$ cat src/rtl/prg_bank_pkg.sv
package prg_bank_pkg;
    localparam int OUTER_W = 6;
    localparam int INNER_W = 4;
    localparam int SIZE_W  = 2;
    localparam int BANK_W  = OUTER_W + 1;

    typedef enum logic [1:0] {
        PM_WIDE_A  = 2'd0,
        PM_WIDE_B  = 2'd1,
        PM_FIX_LO  = 2'd2,
        PM_FIX_HI  = 2'd3
    } prg_mode_e;
endpackage

$ cat src/rtl/prg_bank_merge.sv
// Builds a bank number from an outer base, shifted left by SHIFT, whose low
// (size_code + SHIFT) bits are taken from the inner bank (capped at INNER_W).
module prg_bank_merge #(
    parameter int OUTER_W = 6,
    parameter int INNER_W = 4,
    parameter int SIZE_W  = 2,
    parameter int SHIFT   = 0
) (
    input  logic [SIZE_W-1:0]          size_code,
    input  logic [OUTER_W-1:0]         outer_bank,
    input  logic [INNER_W-1:0]         inner_bank,
    output logic [OUTER_W+SHIFT-1:0]   bank
);
    localparam int W = OUTER_W + SHIFT;

    logic [W-1:0] base;
    int           inner_bits;

    assign base       = W'(outer_bank) << SHIFT;
    assign inner_bits = int'(size_code) + SHIFT;

    for (genvar i = 0; i < W; i++) begin : g_bit
        if (i < INNER_W) begin : g_mix
            assign bank[i] = (inner_bits > i) ? inner_bank[i] : base[i];
        end else begin : g_pass
            assign bank[i] = base[i];
        end
    end
endmodule

$ cat src/rtl/prg_half_select.sv
// Chooses the bank for the current window half according to the PRG mode.
module prg_half_select
    import prg_bank_pkg::*;
#(
    parameter int OUTER_W = 6
) (
    input  prg_mode_e            pmode,
    input  logic                 cpu_a14,
    input  logic [OUTER_W-1:0]   outer_bank,
    input  logic [OUTER_W-1:0]   wide_bank,
    input  logic [OUTER_W:0]     half_bank,
    output logic [OUTER_W:0]     prg_bank
);
    always_comb begin
        unique case (pmode)
            PM_WIDE_A, PM_WIDE_B: prg_bank = {wide_bank, cpu_a14};
            PM_FIX_LO: prg_bank = cpu_a14 ? half_bank : {outer_bank, 1'b0};
            PM_FIX_HI: prg_bank = cpu_a14 ? {outer_bank, 1'b1} : half_bank;
            default:   prg_bank = {wide_bank, cpu_a14};
        endcase
    end
endmodule

$ cat src/rtl/prg_bank_gen.sv
module prg_bank_gen
    import prg_bank_pkg::*;
(
    input  logic [5:0]          mode_reg,
    input  logic [OUTER_W-1:0]  outer_bank,
    input  logic [INNER_W-1:0]  inner_bank,
    input  logic                cpu_a14,
    input  logic                rom_sel_n,
    output logic [BANK_W-1:0]   prg_bank,
    output logic                rom_ce_n
);
    logic [SIZE_W-1:0]  size_code;
    prg_mode_e          pmode;
    logic [OUTER_W-1:0] wide_bank;
    logic [OUTER_W:0]   half_bank;

    // field positions in the mode value
    assign size_code = mode_reg[5:4];
    assign pmode     = prg_mode_e'(mode_reg[3:2]);

    prg_bank_merge #(
        .OUTER_W(OUTER_W), .INNER_W(INNER_W), .SIZE_W(SIZE_W), .SHIFT(0)
    ) i_wide (
        .size_code (size_code),
        .outer_bank(outer_bank),
        .inner_bank(inner_bank),
        .bank      (wide_bank)
    );

    prg_bank_merge #(
        .OUTER_W(OUTER_W), .INNER_W(INNER_W), .SIZE_W(SIZE_W), .SHIFT(1)
    ) i_half (
        .size_code (size_code),
        .outer_bank(outer_bank),
        .inner_bank(inner_bank),
        .bank      (half_bank)
    );

    prg_half_select #(.OUTER_W(OUTER_W)) i_sel (
        .pmode     (pmode),
        .cpu_a14   (cpu_a14),
        .outer_bank(outer_bank),
        .wide_bank (wide_bank),
        .half_bank (half_bank),
        .prg_bank  (prg_bank)
    );

    // chip enable follows the decoded window select
    assign rom_ce_n = rom_sel_n;
endmodule

$ cat config.mk
export PLATFORM = sky130hd
export DESIGN_NAME = prg_bank_gen
export DESIGN_NICKNAME = d
export VERILOG_FILES = /design/src/rtl/prg_bank_pkg.sv /design/src/rtl/prg_bank_merge.sv /design/src/rtl/prg_half_select.sv /design/src/rtl/prg_bank_gen.sv
export SDC_FILE = /design/constraint.sdc
export NUM_CORES = 1
export LEC_CHECK = 0
export ABC_AREA = 1
export BUFFER_PORTS_ARGS = -buffer_cell sky130_fd_sc_hd__buf_2
export CORE_AREA = 2 2 39 41
export DETAILED_ROUTE_END_ITERATION = 10
export DIE_AREA = 0 0 41 43
export PLACE_DENSITY = 0.7
export SKIP_LAST_GASP = 1
export SYNTH_ARGS = -nofsm -noshare
export SYNTH_HDL_FRONTEND = slang
export SYNTH_HIERARCHICAL = 1
export SYNTH_SLANG_ARGS = --single-unit
$ cat constraint.sdc
create_clock -name vclk -period 0.8
set_input_delay 0.04 -clock vclk [all_inputs]
set_output_delay 0.04 -clock vclk [all_outputs]
set_load 0.05 [all_outputs]
==> results.md <==
* Post-synth top cells: 57 x nand2_1, 14 x inv_1, 13 x nand3_1, 8 x buf_4, 4 x o21ai_0
* Mean Syn Cell Area at about 4.4 um^2
* Vias at between 700 and 800
* Grt ovf at 0
* Layout Area Growth over Synthesis at 75.7%
* Synth Area in Compound Gates at 6.56%
* DRT met1 WL at 637 um
* Register area share after synthesis at 0%
* Inserted Diodes at 0
* Syn nets at 123
* Synth cell types at 12
* Crit path buffers/inverters at 3
* Remaining routing DRC violations at 0
* Final WL at 1660 um
* Crit path DAT at ~0.8 ns
* Tmin final at around 0.83 ns
* Register area at 0 um^2
* Worst hold path class: primary input to output pin
* Hold path start: rom_sel_n
* Failing checks: setup timing
* CP endpoint kind: output pin
* Fin area at a little over 800 um^2
* Avg Vias per Cell at 4.92
* Max Fanout on Critical Path at 5
* Startpoint Class: primary input
* Crit path max-delay family: buffers and inverters
* Hold-fix buffers at CTS at 0
* Hold Fails Final Rpt at 0
* Fin nets at 148
* Worst-Margin Slew at 0.213 ns
* First-pass DRT Iterations at 5
* GP Congestion at 0.707
* Worst Path Required at 0.76 ns
* Worst path cell trace: buf_12, buf_4, nor2_2, nand2_1, nand2_1, nand2_1, nand3_2, buf_8
* Placed cell areas at 599 um^2
* Die H at 43 um
* Boundary Pins at 26
* WL met3 at 80 um
* Most common cell in the netlist: nand2_1
* Ranking of synthesized cells by area: nand2_1 47%, nand3_1 14%, buf_4 13%
* Die X-Extent at 41 um
* Die area at 1760 um^2
* CP max stage cell: buf_8
* First DRT Iteration DRCs at 14
* Dpl hpwl at 976 um
* Slew headroom at 85.7%
* Flip-flop and latch count at 0
* Clock buf count at 0
* Fmax at approximately 1200 MHz
* Final setup violation count at 2
* LEAKAGE at 0.475 nW
* Most frequent CP cell: nand2_1
* XOR/XNOR share of the synthesized area at 0%
* Syn Inst Count at 105
* Core Rows at 14
* Met2 WL at 940 um
* CP Class: primary input to output pin
* Post-Synth Simple-Gate Area at 64.8%
* Peak supply drop at 0.292 mV
* Status: complete, but fails checks
* DRT antenna net count at 0
* Vias in the first global route at roughly 550
* Power per Cell Area at approximately 760 nW/um^2
* DR WL/cell at 11.5 um
* Core Box Area at 1380 um^2
* Share of post-route cells with drive strength above 1 at a little over two fifths
* IO Port Bufs at 22
* RSZ-0062 raised after global routing: yes
* Highest routed layer: met3
* Maximum number of pins on one net before global-route repair at 16
* Period Utilization, post-route at 104%
* Yosys top cell area share at 46.7%
* Area of the mapped netlist at about 460 um^2
* Fin. max-slew vios at 0
* Syn. warnings at 6
* Max-Cap Viols at 0
* Slowest stage delay, CP at 0.14 ns
* GRT Util Overall at 17.0%
* Worst Setup SP: mode_reg[5]
* Mux share of post-synthesis cell area at 0%
* Synth Area in Adders at 0%
* Initial Util at 33.1%
* First-pass GRT wire length at 2200 um
* Antenna violations before repair at 0
* Crit path setup slack, layout at -0.0349 ns
* Total power at 0.610 mW
* Main combinational cell family by area after synthesis: simple AND/OR/NAND/NOR gates
* Yosys top cell by area: nand2_1
where the power goes:
group	internal, mW	switching (mW)
Clock	0	0
Combinational	0.255	0.355
Sequential	0	0
repair_timing:
item / 4_1_cts / 5_1_grt
pin swaps: 13 / 8
setup buffers: 1 / 0
resized for setup: 33 / 22
cloned: 1 / 1
setup endpoints to repair: 7 / 7
stage by stage:
| step | utilization [%] | instances | TNS [ns] | hold slack (ns) | worst slack, ns |
|---|---|---|---|---|---|
| floorplan | - | 105 | 0 | 0.247 | 0.00321 |
| global placement | 43.3 | 141 | -1.02 | 0.0808 | -0.160 |
| detailed placement | 43.3 | 141 | -1.20 | 0.0808 | -0.209 |
| CTS | 52.8 | 143 | -0.0680 | 0.0808 | -0.0397 |
| global route | 58.1 | 144 | -0.171 | 0.0802 | -0.0669 |
| finish | 58.1 | 144 | -0.0530 | 0.0804 | -0.0349 |
layout by cell type, fill, tap and decap left out:
cell type / count
buf_4: 9
o21ai_2: 2
nand2_2: 5
buf_6: 5
buf_8: 5
buf_12: 1
nor2_1: 2
inv_4: 2
nand2_1: 52
buf_16: 1
inv_2: 2
inv_1: 11
buf_2: 11
nor2_2: 1
nor2_4: 1
o21ai_1: 3
inv_8: 1
a21oi_4: 1
nand3_1: 4
nand3_2: 9
area by class of cell:
| cell class | instances | area [um^2] |
|---|---|---|
| multi-input combinational | 80 | 410 |
| timing repair buffer | 32 | 302 |
| timing repair inverter | 1 | 6.26 |
| tap | 16 | 20.0 |
| fill | 134 | 579 |
| inverter | 15 | 66.3 |
per-layer routing:
metal | global-route usage, % | vias to the layer above
met5 | 0 | -
met4 | 2.00 | 0
met3 | 0.524 | 0
met2 | 31.9 | 26
met1 | 20.3 | 324
li1 | - | 359
final timing paths:
check	to	depth (start not counted)
max	prg_bank[1]	8
min	rom_ce_n	0
cell families after synthesis:
logic type	after synthesis
simple gates	74
buf+inv	25
compound gates	6
(Power assumes the default switching activity.)
